### src/rtl/xlat_pkg.sv
package xlat_pkg;
  localparam int VPN_W = 20;
  localparam int PPN_W = 20;
  localparam int OFF_W = 12;

  typedef enum logic [1:0] {
    ACC_READ  = 2'd0,
    ACC_WRITE = 2'd1,
    ACC_FETCH = 2'd2
  } acc_e;

  typedef struct packed {
    logic rd;
    logic wr;
    logic urd;
    logic uwr;
  } perm_t;

  typedef struct packed {
    logic             vld;
    logic [VPN_W-1:0] vpn;
    logic [PPN_W-1:0] ppn;
    perm_t            perm;
    logic             dirty;
  } ent_t;
endpackage

### src/rtl/xlat_perm.sv
module xlat_perm
  import xlat_pkg::*;
(
  input  perm_t perm_i,
  input  logic  is_wr_i,
  input  logic  user_i,
  output logic  allow_o
);
  always_comb begin
    if (is_wr_i) allow_o = user_i ? (perm_i.wr && perm_i.uwr) : perm_i.wr;
    else         allow_o = user_i ? perm_i.urd : perm_i.rd;
  end
endmodule

### src/rtl/xlat_flush_ctl.sv
module xlat_flush_ctl
  import xlat_pkg::*;
#(
  parameter int          BASE_IDX  = 3,
  parameter int          CTL_IDX   = 0,
  parameter logic [31:0] CTL_MASK  = 32'h8001_0000,
  parameter logic [7:0]  MODRM_REG = 8'hC0
) (
  input  logic             clk_i,
  input  logic             rst_ni,
  input  logic             ctl_wr_i,
  input  logic [2:0]       ctl_idx_i,
  input  logic [31:0]      ctl_old_i,
  input  logic [31:0]      ctl_new_i,
  input  logic             task_sw_i,
  input  logic [VPN_W-1:0] ts_old_base_i,
  input  logic [VPN_W-1:0] ts_new_base_i,
  input  logic             a20_i,
  input  logic             inv_i,
  input  logic             inv_pmode_i,
  input  logic [1:0]       inv_cpl_i,
  input  logic [7:0]       inv_modrm_i,
  output logic             flush_all_o,
  output logic             inv_ok_o,
  output logic             inv_gp_o,
  output logic             inv_ud_o
);
  logic a20_q, gp_c, ud_c, base_wr, ctl_chg, ts_chg;

  assign base_wr = ctl_wr_i && (int'(ctl_idx_i) == BASE_IDX);
  assign ctl_chg = ctl_wr_i && (int'(ctl_idx_i) == CTL_IDX) &&
                   (|((ctl_old_i ^ ctl_new_i) & CTL_MASK));
  assign ts_chg  = task_sw_i && (ts_old_base_i != ts_new_base_i);
  assign flush_all_o = base_wr || ctl_chg || ts_chg || (a20_i != a20_q);

  // protection fault outranks the register-operand fault
  assign gp_c     = inv_i && inv_pmode_i && (inv_cpl_i != 2'd0);
  assign ud_c     = inv_i && !gp_c && (inv_modrm_i >= MODRM_REG);
  assign inv_ok_o = inv_i && !gp_c && !ud_c;

  always_ff @(posedge clk_i or negedge rst_ni) begin
    if (!rst_ni) begin
      a20_q    <= 1'b0;
      inv_gp_o <= 1'b0;
      inv_ud_o <= 1'b0;
    end else begin
      a20_q    <= a20_i;
      inv_gp_o <= gp_c;
      inv_ud_o <= ud_c;
    end
  end

  a_r11_one_fault: assert property (@(posedge clk_i) disable iff (!rst_ni)
    !(inv_gp_o && inv_ud_o));
  a_r11_gp_prio: assert property (@(posedge clk_i) disable iff (!rst_ni)
    (inv_i && inv_pmode_i && inv_cpl_i != 2'd0) |=> (inv_gp_o && !inv_ud_o));
endmodule

### src/rtl/xlat_store.sv
module xlat_store
  import xlat_pkg::*;
#(
  parameter int N = 32
) (
  input  logic             clk_i,
  input  logic             rst_ni,
  input  logic             flush_i,
  input  logic             inv_i,
  input  logic [VPN_W-1:0] inv_vpn_i,
  input  logic             fill_i,
  input  logic [VPN_W-1:0] fill_vpn_i,
  input  logic [PPN_W-1:0] fill_ppn_i,
  input  perm_t            fill_perm_i,
  input  logic             fill_dirty_i,
  input  logic [VPN_W-1:0] lk_vpn_i,
  output logic             hit_o,
  output ent_t             ent_o
);
  localparam int NS    = (N > 0) ? N : 1;
  localparam int PTR_W = (NS > 1) ? $clog2(NS) : 1;
  localparam bit EN    = (N > 0);

  ent_t             ent_q [NS];
  logic [PTR_W-1:0] rr_q;
  logic [NS-1:0]    lk_match, fill_match, vld_vec;
  logic             fill_any;
  logic [$bits(ent_t)-1:0] sel;

  for (genvar g = 0; g < NS; g++) begin : g_cmp
    assign vld_vec[g]    = ent_q[g].vld;
    assign lk_match[g]   = EN && ent_q[g].vld && (ent_q[g].vpn == lk_vpn_i);
    assign fill_match[g] = EN && ent_q[g].vld && (ent_q[g].vpn == fill_vpn_i);
  end

  assign fill_any = |fill_match;
  assign hit_o    = |lk_match;

  always_comb begin
    sel = '0;
    for (int i = 0; i < NS; i++)
      if (lk_match[i]) sel = sel | ent_q[i];
  end
  assign ent_o = ent_t'(sel);

  always_ff @(posedge clk_i or negedge rst_ni) begin
    if (!rst_ni) begin
      rr_q <= '0;
      for (int i = 0; i < NS; i++) ent_q[i] <= '0;
    end else if (flush_i) begin
      for (int i = 0; i < NS; i++) ent_q[i].vld <= 1'b0;
    end else begin
      for (int i = 0; i < NS; i++)
        if (inv_i && ent_q[i].vld && ent_q[i].vpn == inv_vpn_i) ent_q[i].vld <= 1'b0;
      if (fill_i && EN) begin
        for (int i = 0; i < NS; i++)
          if (fill_any ? fill_match[i] : (int'(rr_q) == i))
            ent_q[i] <= '{vld: 1'b1, vpn: fill_vpn_i, ppn: fill_ppn_i,
                          perm: fill_perm_i, dirty: fill_dirty_i};
        rr_q <= (int'(rr_q) == NS - 1) ? '0 : rr_q + 1'b1;
      end
    end
  end

  a_r6_ptr_range: assert property (@(posedge clk_i) disable iff (!rst_ni)
    int'(rr_q) < NS);
  a_r7_no_dup: assert property (@(posedge clk_i) disable iff (!rst_ni)
    $onehot0(lk_match));
  a_r12_flush_clears: assert property (@(posedge clk_i) disable iff (!rst_ni)
    flush_i |=> (vld_vec == '0));
  a_r13_empty_store: assert property (@(posedge clk_i) disable iff (!rst_ni)
    !EN |-> !hit_o);
endmodule

### src/rtl/xlat_cache.sv
module xlat_cache
  import xlat_pkg::*;
#(
  parameter int N = 32
) (
  input  logic        clk_i,
  input  logic        rst_ni,
  input  logic        lk_valid_i,
  input  logic [31:0] lk_addr_i,
  input  logic [1:0]  lk_type_i,
  input  logic [1:0]  lk_pl_i,
  input  logic        fill_i,
  input  logic [19:0] fill_vpn_i,
  input  logic [19:0] fill_ppn_i,
  input  logic [3:0]  fill_perm_i,
  input  logic        fill_dirty_i,
  input  logic        ctl_wr_i,
  input  logic [2:0]  ctl_idx_i,
  input  logic [31:0] ctl_old_i,
  input  logic [31:0] ctl_new_i,
  input  logic        task_sw_i,
  input  logic [19:0] ts_old_base_i,
  input  logic [19:0] ts_new_base_i,
  input  logic        a20_i,
  input  logic        inv_i,
  input  logic [19:0] inv_vpn_i,
  input  logic        inv_pmode_i,
  input  logic [1:0]  inv_cpl_i,
  input  logic [7:0]  inv_modrm_i,
  output logic        rs_valid_o,
  output logic        rs_hit_o,
  output logic        rs_fault_o,
  output logic        rs_miss_o,
  output logic [31:0] rs_paddr_o,
  output logic [2:0]  rs_err_o,
  output logic        inv_gp_o,
  output logic        inv_ud_o
);
  logic             flush_all, inv_ok, hit_raw, allow, kill;
  logic             is_wr, user, miss_c, fault_c;
  logic [VPN_W-1:0] lk_vpn;
  ent_t             ent;

  assign lk_vpn = lk_addr_i[31:OFF_W];
  assign is_wr  = (acc_e'(lk_type_i) == ACC_WRITE);
  assign user   = (lk_pl_i == 2'd3);

  xlat_flush_ctl u_flush (
    .clk_i, .rst_ni,
    .ctl_wr_i, .ctl_idx_i, .ctl_old_i, .ctl_new_i,
    .task_sw_i, .ts_old_base_i, .ts_new_base_i, .a20_i,
    .inv_i, .inv_pmode_i, .inv_cpl_i, .inv_modrm_i,
    .flush_all_o(flush_all), .inv_ok_o(inv_ok),
    .inv_gp_o, .inv_ud_o
  );

  xlat_store #(.N(N)) u_store (
    .clk_i, .rst_ni,
    .flush_i(flush_all), .inv_i(inv_ok), .inv_vpn_i,
    .fill_i, .fill_vpn_i, .fill_ppn_i,
    .fill_perm_i(perm_t'(fill_perm_i)), .fill_dirty_i,
    .lk_vpn_i(lk_vpn), .hit_o(hit_raw), .ent_o(ent)
  );

  xlat_perm u_perm (
    .perm_i(ent.perm), .is_wr_i(is_wr), .user_i(user), .allow_o(allow)
  );

  // entries dropped this cycle must not hit
  assign kill    = flush_all || (inv_ok && inv_vpn_i == lk_vpn);
  assign miss_c  = !hit_raw || kill || (is_wr && !ent.dirty);
  assign fault_c = !miss_c && !allow;

  always_ff @(posedge clk_i or negedge rst_ni) begin
    if (!rst_ni) begin
      rs_valid_o <= 1'b0;
      rs_hit_o   <= 1'b0;
      rs_fault_o <= 1'b0;
      rs_miss_o  <= 1'b0;
      rs_paddr_o <= '0;
      rs_err_o   <= '0;
    end else begin
      rs_valid_o <= lk_valid_i;
      rs_hit_o   <= lk_valid_i && !miss_c && allow;
      rs_fault_o <= lk_valid_i && fault_c;
      rs_miss_o  <= lk_valid_i && miss_c;
      rs_paddr_o <= {ent.ppn, lk_addr_i[OFF_W-1:0]};
      rs_err_o   <= fault_c ? {user, is_wr, 1'b1} : 3'b000;
    end
  end

  a_r2_one_outcome: assert property (@(posedge clk_i) disable iff (!rst_ni)
    rs_valid_o |-> ($countones({rs_hit_o, rs_fault_o, rs_miss_o}) == 1));
  a_r2_result_follows: assert property (@(posedge clk_i) disable iff (!rst_ni)
    lk_valid_i |=> rs_valid_o);
  a_r5_err_present: assert property (@(posedge clk_i) disable iff (!rst_ni)
    rs_fault_o |-> rs_err_o[0]);
  a_r12_flush_miss: assert property (@(posedge clk_i) disable iff (!rst_ni)
    (flush_all && lk_valid_i) |=> rs_miss_o);
endmodule

### config.mk
export PLATFORM = sky130hd
export DESIGN_NAME = xlat_cache
export DESIGN_NICKNAME = d
export VERILOG_FILES = /design/src/rtl/xlat_pkg.sv /design/src/rtl/xlat_perm.sv /design/src/rtl/xlat_flush_ctl.sv /design/src/rtl/xlat_store.sv /design/src/rtl/xlat_cache.sv
export SDC_FILE = /design/constraint.sdc
export NUM_CORES = 2
export LEC_CHECK = 0
export ABC_CLOCK_PERIOD_IN_PS = 4900
export BUFFER_PORTS_ARGS = -buffer_cell sky130_fd_sc_hd__buf_2
export CAP_MARGIN = 20
export CORE_MARGIN = 2
export CORE_UTILIZATION = 68
export DETAILED_ROUTE_END_ITERATION = 6
export GPL_ROUTABILITY_DRIVEN = 0
export PLACE_DENSITY = 0.95
export SLEW_MARGIN = 25
export SYNTH_ARGS = -nofsm -noshare
export SYNTH_HDL_FRONTEND = slang
export SYNTH_SLANG_ARGS = --single-unit
### constraint.sdc
create_clock -name clk_i -period 4.9 [get_ports clk_i]
set_input_delay 0.98 -clock clk_i [delete_from_list [all_inputs] [get_ports clk_i]]
set_output_delay 0.98 -clock clk_i [all_outputs]
set_load 0.005 [all_outputs]
==> results.tsv, run 1 <==
metric	value	unit
worst-ep-kind	register data pin	
yosysWarnings	0	
cts_max_path_buffers	3	
postCtsSetupRepairBufs	0	
async_flop_share	1.00	
grt_max_degree	127	
syn_nets	7274	
io_buffers	201	
rows	129	
synthTopCellsByArea	dfrtp_1, mux2_2, xnor2_1, xor2_1, nand4_1	
fp.dieH	357	um
dp_hpwl	199000	um
post-place-ws	72.7	ps
synth_seq_cells	1519	
synth-edff-count	0	
htreeDepth	4	
dp.cells	8650	
cts.sinks	1519	
cts_root_buffer	clkbuf_16	
cts_buffers	155	
avgSynthCellArea	12.0	um^2
die_w	357	um
grt.overflow.total	89	
synth.top_cell.area_share	0.450	
synth_ff_type	dfrtp_1	
io-pin-count	268	
ctsHoldBuffers	0	
synth_most_common_cell	dfrtp_1	
status	aborted with a tool error	
post_cts_resized	0	
repair-timing-grt-worst-ep	rs_err_o[2]$_DFF_PN0_/D	
netlist_instances	7041	
firstError	[ERROR GRT-0232] Routing congestion too high. Check the congestion heatmap in the GUI.	
synth_area_leader_cell	dfrtp_1	
failing_step	global routing (5_1_grt)	
synth_common_cells	dfrtp_1, mux2_2, xnor2_1, xor2_1, nand4_1	
synthesis.area	84600	um^2
initial_core_util	0.685	
yosysSeqAreaShare	0.450	
synth_cell_types	55	
track_usage	0.762	
## per-layer routing
layer | GRT usage | GRT overflow
met1 | 0.726 | 9
met2 | 0.862 | 31
met3 | 0.735 | 13
met4 | 0.714 | 34
met5 | 0.616 | 2
## cell families after synthesis
kind of cell | share of synthesized area
adders and majority gates | 0.000888
DFF | 0.450
AOI/OAI and AO/OA | 0.0459
and+or+nand+nor | 0.0703
xor gates and xnor gates | 0.203
muxes | 0.192
buffers and inverters | 0.0389
## per-stage QoR
| stage | hold slack (ps) | area (um^2) | utilization |
|---|---|---|---|
| after detailed placement | 486 | 88900 | 0.720 |
| after CTS | 223 | 94300 | 0.764 |
| after global placement | 467 | 88900 | 0.720 |
| after floorplan | 458 | 84600 | - |
==> run 2, diff against run 1 <==
CORE_UTILIZATION = 40   (was 68)
PLACE_DENSITY = unset   (was 0.95)
PLACE_DENSITY_LB_ADDON = 0.15   (was unset)
==> run 2 against run 1 <==
Net effect:
- the flow now finishes without violations
- area after synthesis unchanged
- synthesized cell count unchanged
==> results.tsv, run 2 <==
metric	value	unit	change
period_share	0.855		
grt_max_degree	145		
synth-edff-count	0		unchanged
rows	168		+30%
critical_path.startpoint	fill_vpn_i[15]		
syn_nets	7274		unchanged
synth_xor_area_frac	0.203		unchanged
total_power	0.0407	W	
hold_viol	0		
die_w	464	um	+30%
cp-end-kind	flip-flop		
synth_ff_type	dfrtp_1		
ant_nets	0		
dp_hpwl	227000	um	+14%
worst_slew_pin_slew	1100	ps	
cap_violations	0		
async_flop_share	1.00		unchanged
utilization	0.470		
synth.top_cell.area_share	0.450		unchanged
grt_pass1_wl	490000	um	
design.die.area	215000	um^2	
worstPathMaxFanout	24		
setup_tns	0	ps	
regMostFlops	u_store.ent_q		
synth_top_family_by_area	XOR/XNOR gates		
core-area	210000	um^2	
htreeDepth	4		unchanged
relSlewSlack	0.268		
reg2reg_slack	1120	ps	
avgSynthCellArea	12.0	um^2	unchanged
grt_setup_unrepaired	false		
antenna_found_initial	10		
use_met2	0.475		
cts.sinks	1519		unchanged
grt_pass1_vias	62282		
status	finished, final reports clean		
final_common_cell	dfrtp_1		
wirelength	349000	um	
largest_reg_flops	1472		
clk_latency	870	ps	
grt.overflow.total	0		
reg2regPathDepth	11		
crit_end	u_store.ent_q[621]		
io-pin-count	268		unchanged
grt_use_met1	0.453		
synth_cell_types	55		unchanged
postCtsSetupRepairBufs	0		unchanged
drive_gt1_frac	0.334		
p_per_area	413	nW/um^2	
yosysWarnings	0		unchanged
synthesis.area	84600	um^2	unchanged
io_buffers	201		unchanged
cts_buffers	177		+14%
synth_fa_ha_area_frac	0.000888		unchanged
reg2reg_from	u_store.ent_q[1097]		
drtIter0Drc	7594		
finalClockSkew	50.3	ps	
cts_max_path_buffers	3		unchanged
finalSetupViolCount	0		
power.leakage	44.3	nW	
post_cts_resized	0		unchanged
critical_path_required	5640	ps	
synth-simple-area-share	0.0703		unchanged
wl_per_cell	33.9	um	
netlist_instances	7041		unchanged
slew_violations	0		
placed_area	92600	um^2	+4.1%
synth_area_leader_cell	dfrtp_1		
viasPerCell	6.09		
synth_compound_area_frac	0.0459		unchanged
tritoncts	done		
initial_core_util	0.403		-0.282
use_met3	0.0576		
ctsHoldBuffers	0		unchanged
r2r_end	u_store.ent_q[621]		
num_vias	62519		
reg.largest.list	u_store.ent_q x1472, rs_paddr_o x32, u_store.rr_q x5		
crit_arrival	4930	ps	
layout_common_cells	dfrtp_1, mux2_2, xnor2_1, xor2_1, buf_4		
synth_common_cells	dfrtp_1, mux2_2, xnor2_1, xor2_1, nand4_1		
synth_seq_cells	1519		unchanged
start_kind	input port		
worst_ir_drop_vdd	0.384	mV	
track_usage	0.319		
clk_pin_slew	60	ps	
hold_path_class	input port to asynchronous set/reset pin		
post-route-min-period	4190	ps	
fmax	239	MHz	
muxShareOfSynthArea	0.192		unchanged
yosysSeqAreaShare	0.450		unchanged
fp.dieH	464	um	+30%
synthTopCellsByArea	dfrtp_1, mux2_2, xnor2_1, xor2_1, nand4_1		
critPathKind	input port to flip-flop		
drc	0		
firstDrtPassIters	6		
top_usage_layer	met2		
cts_root_buffer	clkbuf_16		
final_cell_area	98600	um^2	
synth_most_common_cell	dfrtp_1		
area_delta_synth_final	16.7	%	
nNetsFinal	7549		
[run 2: cell counts after synthesis]
No cell type changed its count.
[run 2: layer usage]
metal	vias to the layer above	wire [um]
li1	25519	-
met2	3061	151000
met5	-	27
met4	4	16300
met3	741	28800
met1	33194	152000
[run 2: report_power, final]
part | switching (W) | leakage (nW) | internal [W] | total (W)
Sequential | 0.00284 | 20.8 | 0.0152 | 0.0180
Clock | 0.00577 | 2.99 | 0.00813 | 0.0139
Combinational | 0.00389 | 20.5 | 0.00490 | 0.00879
Total | 0.0125 | 44.3 | 0.0282 | 0.0407
[run 2: cells by family after synthesis]
family	Yosys count
compound gates	468
xor+xnor	1957
fa+ha+maj	6
buf+inv	650
flops	1519
mux	1440
simple gates	1001
[run 2: worst min-delay path by stage]
stage	end	depth (start not counted)	slack (ps)
after floorplan	u_store.ent_q[509]	1	460
after global placement	u_store.ent_q[759]	1	470
after detailed placement	u_store.ent_q[618]	1	470
after CTS	u_store.ent_q[1368]	1	20
after global routing	u_store.ent_q[965]	1	50
final	u_store.ent_q[965]	1	40
[run 2: cell type report]
class / count / area, um^2
sequential: 1519 / 38000
clock buffer: 276 / 5350
clock inverter: 52 / 724
multi-input combinational: 4872 / 43500
fill: 19222 / 111000
timing repair buffer: 731 / 7480
inverter: 15 / 56.3
tap: 2805 / 3510
antenna: 3 / 7.51
[run 2: worst max-delay path: stages]
cell and delay (ps):
buf_4 630, buf_4 240, xnor2_1 60, nand4_1 100
nor4_1 80, nand4_1 270, nand4_1 270, nor4_4 730
nand4_1 260, a21oi_4 520, buf_4 360, mux2_2 370
[run 2: through the flow]
| stage | setup WS, ps | cells | hold slack (ps) |
|---|---|---|---|
| finish | 710 | 10273 | 35.1 |
| global route | 684 | 10272 | 47.4 |
| CTS | 864 | 10270 | 21.3 |
| detailed placement | -39.7 | 9942 | 475 |
| global placement | 15.9 | 9942 | 468 |
| floorplan | 1210 | 7041 | 458 |
Note: power is estimated with default switching activity, not from simulation.
